===== src/rtl/cache_aux_cfg_pkg.sv =====
package cache_aux_cfg_pkg;
    localparam int DATA_W   = 32;
    localparam int KB_W     = 10;
    localparam int WAYS_W   = 5;

    typedef enum logic [1:0] {
        RSP_OKAY   = 2'b00,
        RSP_SLVERR = 2'b10,
        RSP_DECERR = 2'b11
    } rsp_e;

    localparam logic [DATA_W-1:0] RSVD_BITS = 32'h8000_C3FE;
    localparam logic [DATA_W-1:0] KEEP_BITS = ~RSVD_BITS;

    localparam int POS_IPF   = 29;
    localparam int POS_DPF   = 28;
    localparam int POS_REPL  = 25;
    localparam int POS_WA_LO = 23;
    localparam int POS_WAY   = 17;
    localparam int POS_ASSOC = 16;

    typedef struct packed {
        logic [DATA_W-1:0] cfg;
        logic              rsp_valid;
        rsp_e              rsp_code;
        logic [DATA_W-1:0] rsp_rdata;
    } state_t;
endpackage


===== src/rtl/cfg_access_gate.sv =====
module cfg_access_gate
    import cache_aux_cfg_pkg::*;
(
    input  logic req_valid,
    input  logic req_write,
    input  logic req_secure,
    input  logic cache_en,
    output logic commit,
    output rsp_e code
);
    always_comb begin
        commit = 1'b0;
        code   = RSP_OKAY;
        if (req_valid && req_write) begin
            if (!req_secure) begin
                code = RSP_DECERR;
            end else if (cache_en) begin
                code = RSP_SLVERR;
            end else begin
                commit = 1'b1;
            end
        end
    end
endmodule


===== src/rtl/cfg_field_decode.sv =====
module cfg_field_decode
    import cache_aux_cfg_pkg::*;
#(
    parameter int MIN_WAY_KB = 16,
    parameter int WAY_CODE_W = 3
) (
    input  logic [DATA_W-1:0] cfg,
    input  logic              awcache_wa,
    output logic              iprefetch_en,
    output logic              dprefetch_en,
    output logic              repl_round_robin,
    output logic              wr_alloc_eff,
    output logic [KB_W-1:0]   way_size_kb,
    output logic [WAYS_W-1:0] num_ways
);
    localparam logic [WAY_CODE_W-1:0] CODE_LO = WAY_CODE_W'(1);
    localparam logic [WAY_CODE_W-1:0] CODE_HI = {WAY_CODE_W{1'b1}} - WAY_CODE_W'(1);

    logic [1:0]            wa_field;
    logic [WAY_CODE_W-1:0] way_raw;
    logic [WAY_CODE_W-1:0] way_sel;

    always_comb begin
        iprefetch_en     = cfg[POS_IPF];
        dprefetch_en     = cfg[POS_DPF];
        repl_round_robin = cfg[POS_REPL];
        wa_field         = cfg[POS_WA_LO +: 2];
        case (wa_field)
            2'b01:   wr_alloc_eff = 1'b0;
            2'b10:   wr_alloc_eff = 1'b1;
            default: wr_alloc_eff = awcache_wa;
        endcase
        way_raw = cfg[POS_WAY +: WAY_CODE_W];
        if (way_raw < CODE_LO) begin
            way_sel = CODE_LO;
        end else if (way_raw > CODE_HI) begin
            way_sel = CODE_HI;
        end else begin
            way_sel = way_raw;
        end
        way_size_kb = KB_W'(MIN_WAY_KB) << (way_sel - CODE_LO);
        num_ways    = cfg[POS_ASSOC] ? WAYS_W'(16) : WAYS_W'(8);
    end
endmodule


===== src/rtl/cache_aux_cfg_reg.sv =====
module cache_aux_cfg_reg
    import cache_aux_cfg_pkg::*;
(
    input  logic        clk,
    input  logic        rst_n,
    input  logic        req_valid,
    input  logic        req_write,
    input  logic        req_secure,
    input  logic [31:0] req_wdata,
    input  logic        cache_en,
    input  logic [2:0]  tie_way_size,
    input  logic        tie_assoc,
    input  logic        awcache_wa,
    output logic        rsp_valid,
    output logic [1:0]  rsp_code,
    output logic [31:0] rsp_rdata,
    output logic        iprefetch_en,
    output logic        dprefetch_en,
    output logic        repl_round_robin,
    output logic        wr_alloc_eff,
    output logic [9:0]  way_size_kb,
    output logic [4:0]  num_ways
);
    state_t st_d, st_q;
    logic   commit;
    rsp_e   gate_code;

    cfg_access_gate u_gate (
        .req_valid (req_valid),
        .req_write (req_write),
        .req_secure(req_secure),
        .cache_en  (cache_en),
        .commit    (commit),
        .code      (gate_code)
    );

    always_comb begin
        st_d           = st_q;
        st_d.rsp_valid = req_valid;
        st_d.rsp_code  = gate_code;
        st_d.rsp_rdata = '0;
        if (req_valid && !req_write) begin
            st_d.rsp_rdata = st_q.cfg;
        end
        if (commit) begin
            st_d.cfg = req_wdata & KEEP_BITS;
        end
        if (!rst_n) begin
            st_d.cfg                         = '0;
            st_d.cfg[POS_REPL]               = 1'b1;
            st_d.cfg[POS_WAY +: 3]           = tie_way_size;
            st_d.cfg[POS_ASSOC]              = tie_assoc;
            st_d.rsp_valid                   = 1'b0;
            st_d.rsp_code                    = RSP_OKAY;
            st_d.rsp_rdata                   = '0;
        end
    end

    always_ff @(posedge clk) begin
        st_q <= st_d;
    end

    assign rsp_valid = st_q.rsp_valid;
    assign rsp_code  = st_q.rsp_code;
    assign rsp_rdata = st_q.rsp_rdata;

    cfg_field_decode u_dec (
        .cfg             (st_q.cfg),
        .awcache_wa      (awcache_wa),
        .iprefetch_en    (iprefetch_en),
        .dprefetch_en    (dprefetch_en),
        .repl_round_robin(repl_round_robin),
        .wr_alloc_eff    (wr_alloc_eff),
        .way_size_kb     (way_size_kb),
        .num_ways        (num_ways)
    );

    AST_NS_WRITE_DECERR: assert property (@(posedge clk) disable iff (!rst_n)
        req_valid && req_write && !req_secure |=> rsp_code == 2'b11);
    AST_NS_WRITE_HOLDS: assert property (@(posedge clk) disable iff (!rst_n)
        req_valid && req_write && !req_secure |=> $stable(st_q.cfg));
    AST_ENABLED_SLVERR: assert property (@(posedge clk) disable iff (!rst_n)
        req_valid && req_write && req_secure && cache_en |=> rsp_code == 2'b10 && $stable(st_q.cfg));
    AST_READ_OKAY: assert property (@(posedge clk) disable iff (!rst_n)
        req_valid && !req_write |=> rsp_valid && rsp_code == 2'b00 && rsp_rdata == $past(st_q.cfg));
    AST_RSVD_ZERO: assert property (@(posedge clk) disable iff (!rst_n)
        (rsp_rdata & RSVD_BITS) == '0);
    AST_WAY_LEGAL: assert property (@(posedge clk) disable iff (!rst_n)
        $onehot(way_size_kb) && way_size_kb >= 10'd16 && way_size_kb <= 10'd512);
    AST_WAYS_LEGAL: assert property (@(posedge clk) disable iff (!rst_n)
        num_ways == 5'd8 || num_ways == 5'd16);
endmodule


===== config.mk =====
export PLATFORM = sky130hd
export DESIGN_NAME = cache_aux_cfg_reg
export DESIGN_NICKNAME = d
export VERILOG_FILES = /design/src/rtl/cache_aux_cfg_pkg.sv /design/src/rtl/cfg_access_gate.sv /design/src/rtl/cfg_field_decode.sv /design/src/rtl/cache_aux_cfg_reg.sv
export SDC_FILE = /design/constraint.sdc
export NUM_CORES = 1
export LEC_CHECK = 0
export ABC_AREA = 1
export CAP_MARGIN = 20
export CORE_MARGIN = 4
export CORE_UTILIZATION = 40
export DETAILED_ROUTE_END_ITERATION = 8
export DONT_BUFFER_PORTS = 1
export PLACE_DENSITY = 0.52
export SETUP_SLACK_MARGIN = 0.5
export SLEW_MARGIN = 0
export SYNTH_ARGS = -nofsm -noshare
export SYNTH_HDL_FRONTEND = slang
export SYNTH_SLANG_ARGS = --single-unit
export TNS_END_PERCENT = 100

===== constraint.sdc =====
create_clock -name clk -period 1.1 [get_ports clk]
set_input_delay 0.11 -clock clk [delete_from_list [all_inputs] [get_ports clk]]
set_output_delay 0.11 -clock clk [all_outputs]
set_load 0.01 [all_outputs]

* Word level (Yosys, flattened, before mapping)
Index checks and enable logic that the tools add are counted.
** Operators by class
- $add $sub $neg :: 1
- Order comparisons :: 2
- Eq/ne operators :: 3
- Shift-type cells :: 1
- Multiplexer cells :: 13
- Reductions and logical operators :: 5
** Operators by type and width (number)
- $mux 55 :: 1
- $mux 31 :: 1
- $mux 20 :: 1
- $shl 5x3->10 const A :: 1
- $mux 2 :: 3
- $mux 3 :: 2
- $mux 5 :: 1
- $reduce_and 2->1 :: 2
- $gt 3x3->1 const B :: 1
- $lt 3x1->1 const B :: 1
- $mux 1 :: 3
- $sub 3x1->3 const B :: 1
- $eq 2x1->1 const B :: 1
- $eq 2x2->1 const B :: 1
- $logic_and 1x1->1 :: 2
- $ne 2x1->1 const B :: 1
- $pmux 1 s2 :: 1
- $logic_not 1->1 :: 1
** Word-level totals
- Register bits :: 43
- Word-level logic and storage cells :: 30

* Longest topological paths before layout
Gate-level depths: netlist of the first run.
- Word-level depth :: 5
- Gate-level depth with buffers :: 6
- Depth with buffers taken out :: 5

* By module
From an unflattened synthesis of the first run, not the netlist that was laid out.
** Second synthesis, totals
- Cells, all modules :: 234
- Area total of the unflattened synthesis :: 1951.9 sq um
** Modules (own cells, without submodules)
- cache_aux_cfg_reg :: times used 1, cells each 199, area each 1765.4 sq um, sequential area each 900.9 sq um
- cfg_field_decode :: times used 1, cells each 29, area each 162.7 sq um, sequential area each 0.0 sq um
- cfg_access_gate :: times used 1, cells each 6, area each 23.8 sq um, sequential area each 0.0 sq um

* Worst setup path after synthesis of the first run
Ideal clock, no wire load.
- Path type :: register to output
- Start :: register st_q[58] (netlist bit)
- End :: output port wr_alloc_eff
- Arrival :: 0.967 ns
- Data required time :: 0.990 ns
- Path slack :: 0.023 ns
- Cell stages (with the launch flop) :: 4
- Buffers on the path :: 0
- Cells stage by stage :: dfxtp_1 inv_1 ha_1 mux2_2
** On the way
- Longest elaborated chain between the ends :: 2
- Elaborated cells between the ends (all ways) :: 3
** RTL lines
- from (decl) :: RTL line cache_aux_cfg_reg.sv:24 : state_t st_d, st_q;
- from (signal assigned) :: RTL line cache_aux_cfg_reg.sv:60 : st_q <= st_d;
- $eq 2x2->1 / $eq 2x1->1 (equally long branches) :: RTL line cfg_field_decode.sv:28 : case (wa_field)
- $pmux 1 s2 (*) :: RTL line cfg_field_decode.sv:28
- to (decl) :: RTL line cache_aux_cfg_reg.sv:20 : output logic wr_alloc_eff,
Mark *: on every way between the ends. The rest lies on a longest branch, timed or not.

* Final worst setup path of the first run
Same ends and word-level chain as after synthesis.

==> impl_metrics.toml, run 1 <==
[synth]
synth-edff-count = 4
syn_area_sq_um = 1790
synthXorXnorAreaFrac_pct = 0
synth_fa_ha_area_share_pct = 0.697
ys_dominant_reg_cell = "dfxtp_1"
synthCells = 217
synth.avg_cell_area_sq_um = 8.27
synth_top_cell_by_area = "dfxtp_1"
synthMuxAreaShare_pct = 0.628
netlist.area_leader.share_pct = 43.5
yosys.area_share.simple_pct = 22.7
yosysSeqAreaShare_pct = 50.2
synthArstFlopShare_pct = 0
yosys-top-cells-area = "dfxtp_1 (44%), buf_4 (18%), nand2_1 (10%)"
synth_compound_area_share_pct = 0
synth_common_cells = "nand2_1 (48), buf_4 (44), dfxtp_1 (39)"
yosysUniqueCellTypes = 17
synth_most_common_cell = "nand2_1"
synth_top_family_by_area = "buffers and inverters"
ys_warn_count = 0
synth_seq_cells = 43

[floorplan]
die_x_um = 75.0
die_h_um = 75.0
initial_core_util_pct = 41.2
fp.coreArea_sq_um = 4350
io_pins = 97
row_count = 24
die_area_sq_um = 5620

[placement]
gp_congestion = 0.648
dp.cells = 240
io_buffers = 0
place_area_sq_um = 1710
dp_hpwl_mm = 2.42
preCtsSetupSlack_ns = 0.0619

[grt]
grt_antenna_before_repair = 0
grt_pass1_wl_mm = 5.30
grt_pass1_vias = 1197
gr-total-overflow = 0
grt_max_degree = 21
grt.total_usage_pct = 12.9

[timing]
finalClockSkew_ns = 0.00480
fin_setup_tns_ns = -0.989
setup_violations = 7
hold_viol = 18
rsz0062_at_grt = "true"
clock.fmax_mhz = 742
period_needed_ns = 1.35
fin_crit_sh_pct = 123
hold_ws_ns = -0.106
setup_ws_ns = -0.248
report.final.slew_viol_count = 0

[layout]
fin_cells = 274
insertedDiodeCount = 0
drive_gt1_share_pct = 39.6
area.growth.synth_to_final_pct = 21.9
nets = 265
final_area_sq_um = 2190

[clock_network]
ctsRootBufferMaster = "clkbuf_8"
path_clk_slew_ns = 0.08
cts_tree = "built"
insertion_delay_ns = 0.29
htree_levels = 2
cts_sinks = 43
clockBufferDepth = 2
cts-buffers-inserted = 5

[setup_path]
worstPathMaxFanout = 2
critPathLaunchType = "flip-flop"
cp.arrival_ns = 1.24
critPathCaptureType = "output port"
worst_ep_required_time_ns = 0.99
worst-setup-path-type = "flip-flop to output port"

[detailed_routing]
post_drt_wl_per_cell_um = 13.0
routed_wl_mm = 3.56
drc = 0
drt_iter0_drc = 24
vias = 1200
ant_nets = 0
routed_via_density = 4.38
first_pass_iters = 4

[power_and_ir_drop]
p_leak_nw = 0.934
vdd_ir_drop_max_mv = 0.575
total_power_w = 0.00295
p_per_area_nw_per_um2 = 1350

[min_path]
holdCritPathClass = "input pin to flip-flop"

[status]
outcome = "complete, but fails checks"
failed_checks = "negative hold slack, negative setup slack"

[job]
cap_violations = 0
-- registers in the layout, indices dropped and copies added, names as in the netlist --
signal,cells
rsp_valid,1
st_q,20
rsp_code,2
rsp_rdata,20
-- per-stage QoR --
stage | util, % | hold slack, ns
detailed placement | 39.2 | 0.192
floorplan | - | 0.182
global route | 50.2 | -0.134
CTS | 48.0 | -0.111
finish | 50.2 | -0.106
global placement | 39.2 | 0.186
-- repair_timing --
action | 4_1_cts | 5_1_grt
buffers inserted | 5 | 3
hold endpoints to repair | 20 | 20
gates resized for setup | 41 | 23
endpoints found under the setup margin | 47 | 54
pin swaps | 6 | 12
hold buffers | 18 | 1
-- area by class of cell --
cell class              instances  area, sq um
clock buffers                   5         68.8
clock inverters                 3         18.8
fillers                       423         2170
inverters                      26          113
multi-input cells             118          697
flip-flops and latches         43          948
well taps                      52         65.1
repair buffers                 27          277
-- per-layer routing --
metal,track usage (%),vias to the layer above,share of wire [%],wire (um)
met5,0,-,0,0
met4,5.93,0,1.7,59
met1,13.0,538,36,1290
met2,23.0,54,53,1880
li1,-,601,-,-
met3,5.21,7,9.0,321
-- where the power goes --
group | switching [W] | internal, W
registers | 0.0000412 | 0.00162
clock network | 0.000526 | 0.000443
logic | 0.000178 | 0.000145
-- cell usage in the layout (no fill, tap or decap) --
cell / Yosys / final
clkinv_2: 0 / 1
inv_4: 0 / 1
or2_4: 1 / 1
dfxtp_2: 0 / 26
dlygate4sd3_1: 0 / 17
nand2_2: 1 / 3
nand2_4: 0 / 2
inv_1: 26 / 17
buf_6: 2 / 7
dfxtp_4: 0 / 4
dlymetal6s4s_1: 0 / 1
nand3_2: 0 / 11
ha_4: 0 / 1
nor2_4: 1 / 4
dfxtp_1: 39 / 9
clkinvlp_4: 0 / 1
nand2_1: 48 / 43
nand3_4: 0 / 1
conb_1: 1 / 19
nand2_8: 0 / 1
buf_4: 44 / 2
edfxtp_1: 4 / 4
clkbuf_8: 0 / 5
mux2_4: 0 / 1
inv_8: 0 / 2
inv_2: 0 / 7
nor2_1: 24 / 18
nand3_1: 18 / 6
nor2_2: 0 / 3
nor3_4: 0 / 4
-- worst max-delay path, stage by stage (launching register included) --
cell and delay [ns]:
dfxtp_2 0.34, inv_2 0.05, ha_4 0.25, mux2_4 0.31
-- final timing paths --
kind	from	to	slack, ns	cells past startpoint
hold reg to reg	st_q[35]	rsp_rdata[0]	0.43	2
hold / removal	rst_n	st_q[60]	-0.11	1
setup reg to reg	st_q[53]	rsp_rdata[18]	0.27	2
setup / recovery	st_q[58]	wr_alloc_eff	-0.25	3
-- cells by family (layout without fill, tap and decap cells) --
| group | Yosys count | in the layout |
|---|---|---|
| AND/OR/NAND/NOR | 97 | 97 |
| other | 1 | 19 |
| adder cells (fa/ha/maj) | 1 | 1 |
| multiplexers | 1 | 1 |
| flip-flops | 43 | 43 |
| buffers and inverters | 74 | 61 |
Power figures use the tool's default switching activity.
==> run 2, diff against run 1 <==
--- a/config.mk
+++ b/config.mk
@@ -7,6 +7,7 @@
 export LEC_CHECK = 0
 export ABC_AREA = 1
 export CAP_MARGIN = 20
+export CORE_ASPECT_RATIO = 1.75
 export CORE_MARGIN = 4
 export CORE_UTILIZATION = 40
 export DETAILED_ROUTE_END_ITERATION = 8
==> run 2 against run 1 <==
Against the previous run: the run still ends with negative hold slack, negative setup slack left; sequential share of layout area rose by 0.59 points; wire length decreased by 4.2%; via count fell by 1.0%; critical endpoint unchanged; clock power rose by 8%; final area is 1.6% lower; worst setup slack improved by 0.010 ns; final cell count is 0.73% lower; first-iteration DRC count down 17%; critical path type unchanged; non-clock buffer count is 1 lower; fmax rose by 0.77%; die area grew 0.74%; largest power group unchanged; power increased by 2.2%.
==> impl_metrics.toml, run 2 (same netlist as run 1, synthesis figures left out) <==
[placement]
preCtsSetupSlack_ns = 0.0663
dp.cells = 240
place_area_sq_um = 1710
io_buffers = 0
dp_hpwl_mm = 2.49
gp_congestion = 0.694

[floorplan]
row_count = 32
initial_core_util_pct = 41.1
die_h_um = 96.6
fp.coreArea_sq_um = 4360
die_x_um = 58.6
die_area_sq_um = 5660
io_pins = 97

[detailed_routing]
post_drt_wl_per_cell_um = 12.5
drt_iter0_drc = 20
first_pass_iters = 4
routed_via_density = 4.37
vias = 1188
drc = 0
routed_wl_mm = 3.41
ant_nets = 0

[clock_network]
cts_tree = "built"
ctsRootBufferMaster = "clkbuf_8"
cts-buffers-inserted = 5
insertion_delay_ns = 0.28
clockBufferDepth = 2
path_clk_slew_ns = 0.07
cts_sinks = 43
htree_levels = 2
hold_buffers = 17

[layout]
area.growth.synth_to_final_pct = 19.9
final_common_cell = "nand2_1"
fin_util_pct = 49.3
final_area_sq_um = 2150
drive_gt1_share_pct = 37.6
final_cell_mix = "nand2_1 (43), dfxtp_2 (27), nor2_1 (21)"
fin_cells = 272
insertedDiodeCount = 0
nets = 264

[grt]
grt_pass1_vias = 1129
grt.total_usage_pct = 12.2
grt_pass1_wl_mm = 5.08
gr-total-overflow = 0
grt_max_degree = 21
grt_antenna_before_repair = 0

[timing]
clock.fmax_mhz = 747
setup_violations = 7
report.final.slew_viol_count = 0
period_needed_ns = 1.34
setup_ws_ns = -0.238
finalClockSkew_ns = 0.00426
fin_crit_sh_pct = 122
hold_ws_ns = -0.103
hold_viol = 18
rsz0062_at_grt = "true"

[job]
cap_violations = 0

[setup_path]
worst_ep_required_time_ns = 0.99
critPathCaptureType = "output port"
cpMaxStageDelayCell = "dfxtp_2"
worstPathMaxFanout = 2
crit_path_max_incr_delay_ns = 0.33
cp.buffers_inverters = 1
cp_cell_sequence = "inv_2, ha_4, mux2_4"
critPathTopFamily = "flip-flops"
worst-setup-path-type = "flip-flop to output port"
cp.arrival_ns = 1.23
critPathLaunchType = "flip-flop"

[power_and_ir_drop]
vdd_ir_drop_max_mv = 1.07
p_per_area_nw_per_um2 = 1400
p_leak_nw = 0.941

[min_path]
holdCritPathClass = "input pin to flip-flop"

[status]
failed_checks = "negative hold slack, negative setup slack"
outcome = "complete, but fails checks"
## run 2: cell count changes in the layout (fill, tap and decap cells not counted), moves of 2 or more
cell / before / now
nor2_1: 18 / 21
buf_6: 7 / 4
buf_4: 2 / 5
nor2_2: 3 / 1
clkbuf_8: 5 / 7
## run 2: through the flow
| stage | total power (W) | setup TNS [ns] |
|---|---|---|
| 2_1_floorplan | 0.00194 | 0 |
| 3_3_place_gp | 0.00187 | 0 |
| 3_5_place_dp | 0.00188 | 0 |
| 4_1_cts | 0.00304 | -0.692 |
| 5_1_grt | 0.00316 | -1.32 |
| 6_report | 0.00301 | -0.842 |
## run 2: final cells by class
cell class,instances,area (sq um)
well taps,51,63.8
flip-flops and latches,43,946
clock buffers,8,100
inverters,26,108
repair buffers,26,255
multi-input cells,118,679
fillers,427,2210
## run 2: path summary, 6_finish.rpt
| check | to | slack, ns | cells past startpoint | from |
|---|---|---|---|---|
| setup / recovery | wr_alloc_eff | -0.24 | 3 | st_q[58] |
| hold / removal | st_q[60] | -0.10 | 1 | rst_n |
| setup reg to reg | rsp_rdata[18] | 0.26 | 2 | st_q[53] |
| hold reg to reg | rsp_rdata[26] | 0.42 | 2 | st_q[61] |
## run 2: timing repair
| action | CTS | global route |
|---|---|---|
| setup buffers | 6 | 1 |
| endpoints found under the hold margin | 19 | 18 |
| resized for setup | 38 | 15 |
| endpoints found under the setup margin | 47 | 52 |
| pin swaps | 7 | 7 |
## run 2: metal layers
metal | vias to the layer above | track usage, % | wire length, um
li1 | 594 | - | -
met1 | 535 | 11.8 | 1170
met2 | 54 | 22.4 | 1870
met3 | 5 | 4.39 | 301
met4 | 0 | 5.67 | 65
met5 | - | 0 | 0
## run 2: where the power goes
group          switching, W  internal [W]  total (W)
Sequential        0.0000400       0.00162    0.00166
Clock              0.000478      0.000572    0.00105
Combinational      0.000169      0.000137   0.000306
==> run 3, diff against run 2 <==
--- a/config.mk
+++ b/config.mk
@@ -12,8 +12,8 @@
 export CORE_UTILIZATION = 40
 export DETAILED_ROUTE_END_ITERATION = 8
 export DONT_BUFFER_PORTS = 1
+export GPL_ROUTABILITY_DRIVEN = 0
 export PLACE_DENSITY = 0.52
-export SETUP_SLACK_MARGIN = 0.5
 export SLEW_MARGIN = 0
 export SYNTH_ARGS = -nofsm -noshare
 export SYNTH_HDL_FRONTEND = slang
==> run 3 against run 2 <==
Against the previous run: the run ends with negative setup slack left; largest cell class unchanged; clock power is 5% higher; clock-buffer cell count is 1 lower; largest power group unchanged; global-route usage is 1.2 points higher; hold slack better by 0.11 ns; wire length is 2.3% higher; highest routed layer unchanged; fmax is 1.7% lower; critical path type unchanged; final cell count is 0.74% higher; final area is 5.8% lower; first-iteration DRC count is 40% higher.
==> impl_metrics.toml, run 3 (same netlist as run 1, synthesis figures left out) <==
[status]
failed_checks = "negative setup slack"
outcome = "complete, but fails checks"

[floorplan]
fp.coreArea_sq_um = 4360
die_x_um = 58.6
row_count = 32
die_area_sq_um = 5660
initial_core_util_pct = 41.1
io_pins = 97
die_h_um = 96.6

[power_and_ir_drop]
total_power_w = 0.00305
p_per_area_nw_per_um2 = 1500
vdd_ir_drop_max_mv = 0.961
p_leak_nw = 0.928

[placement]
dp_hpwl_mm = 2.20
preCtsSetupSlack_ns = -0.0141
place_area_sq_um = 1600
io_buffers = 0

[clock_network]
htree_levels = 2
clockBufferDepth = 2
insertion_delay_ns = 0.29
ctsRootBufferMaster = "clkbuf_8"
path_clk_slew_ns = 0.08
cts_sinks = 43
cts_tree = "built"
cts-buffers-inserted = 5

[setup_path]
crit_start = "st_q[58]"
critPathCaptureType = "output port"
worst_ep_required_time_ns = 0.99
cp.arrival_ns = 1.25
regToRegStartpoint = "st_q[53]"
worst-setup-path-type = "flip-flop to output port"
worstPathMaxFanout = 2
critPathLaunchType = "flip-flop"

[detailed_routing]
routed_wl_mm = 3.48
first_pass_iters = 4
post_drt_wl_per_cell_um = 12.7
vias = 1182
ant_nets = 0
drt_iter0_drc = 28
routed_via_density = 4.31
drc = 0

[grt]
grt_max_degree = 21
grt_pass1_vias = 1175
gr-total-overflow = 0
grt_pass1_wl_mm = 5.59
grt_antenna_before_repair = 0
grt.total_usage_pct = 13.4

[min_path]
holdCritPathClass = "input pin to flip-flop"
min-delay-start = "tie_way_size[0]"

[timing]
hold_ws_ns = 0.0105
rsz0062_at_grt = "true"
hold_viol = 0
slew_headroom_pct = 54.6
fin_crit_sh_pct = 124
setup_ws_ns = -0.261
finalClockSkew_ns = 0.00287
period_needed_ns = 1.36
report.final.slew_viol_count = 0
setup_violations = 7
clock.fmax_mhz = 735
worstMarginPinSlew_ns = 0.680

[layout]
insertedDiodeCount = 0
fin_util_pct = 46.4
nets = 266
final_area_sq_um = 2030
drive_gt1_share_pct = 14.8
final_cell_mix = "nand2_1 (47), dfxtp_1 (38), nor2_1 (23)"
final_common_cell = "nand2_1"
area.growth.synth_to_final_pct = 13.0

[job]
cap_violations = 0
## run 3: changes by cell type in the layout (fill, tap and decap cells not counted), sizes merged
| cell | previous run | this run |
|---|---|---|
| clkbuf | 8 | 7 |
| clkinvlp | 0 | 1 |
| dlygate4sd3 | 16 | 19 |
| buf | 9 | 8 |
## run 3: layout make-up
cell class                      instances  area [sq um]
Clock buffer                            7          96.3
Timing Repair Buffer                   28           287
Sequential cell                        43           902
Multi-Input combinational cell        118           573
Inverter                               26          97.6
Tap cell                               51          63.8
Clock inverter                          1          7.51
Fill cell                             442          2340
## run 3: worst paths after layout
check             endpoint  slack [ns]  cells past startpoint
max reg2reg  rsp_rdata[18]        0.22                      3
max           wr_alloc_eff       -0.26                      3
min reg2reg  rsp_rdata[21]        0.43                      2
min               st_q[52]        0.01                      2
## run 3: critical path: stages, from the launching register on
cell     delay (ns)
dfxtp_2        0.34
inv_2          0.05
ha_4           0.26
mux2_4         0.32
## run 3: where the power goes
| group | internal (W) | leakage, nW | switching, W |
|---|---|---|---|
| Clock | 0.000571 | 0.0505 | 0.000525 |
| Combinational | 0.000125 | 0.523 | 0.000165 |
| Sequential | 0.00162 | 0.355 | 0.0000393 |
## run 3: metal layers
layer | part of all wire, % | GRT usage [%] | up-vias
met5 | 0 | 0 | -
met4 | 2.0 | 6.62 | 0
met3 | 8.8 | 4.12 | 6
met2 | 52 | 22.2 | 53
met1 | 37 | 15.4 | 526
li1 | - | - | 597
## run 3: what timing repair did
item / in CTS / in global routing
hold endpoints to repair: 19 / 0
gates resized for setup: 17 / 6
buffers inserted: 3 / 2
pin swaps: 4 / 6
hold buffers: 20 / 0
setup endpoints to repair: 5 / 23
## run 3: per-stage QoR
step,instances,setup TNS [ns]
2_1_floorplan,235,0
3_3_place_gp,241,0
3_5_place_dp,241,-0.0141
4_1_cts,272,-0.786
5_1_grt,274,-1.15
6_report,274,-0.763
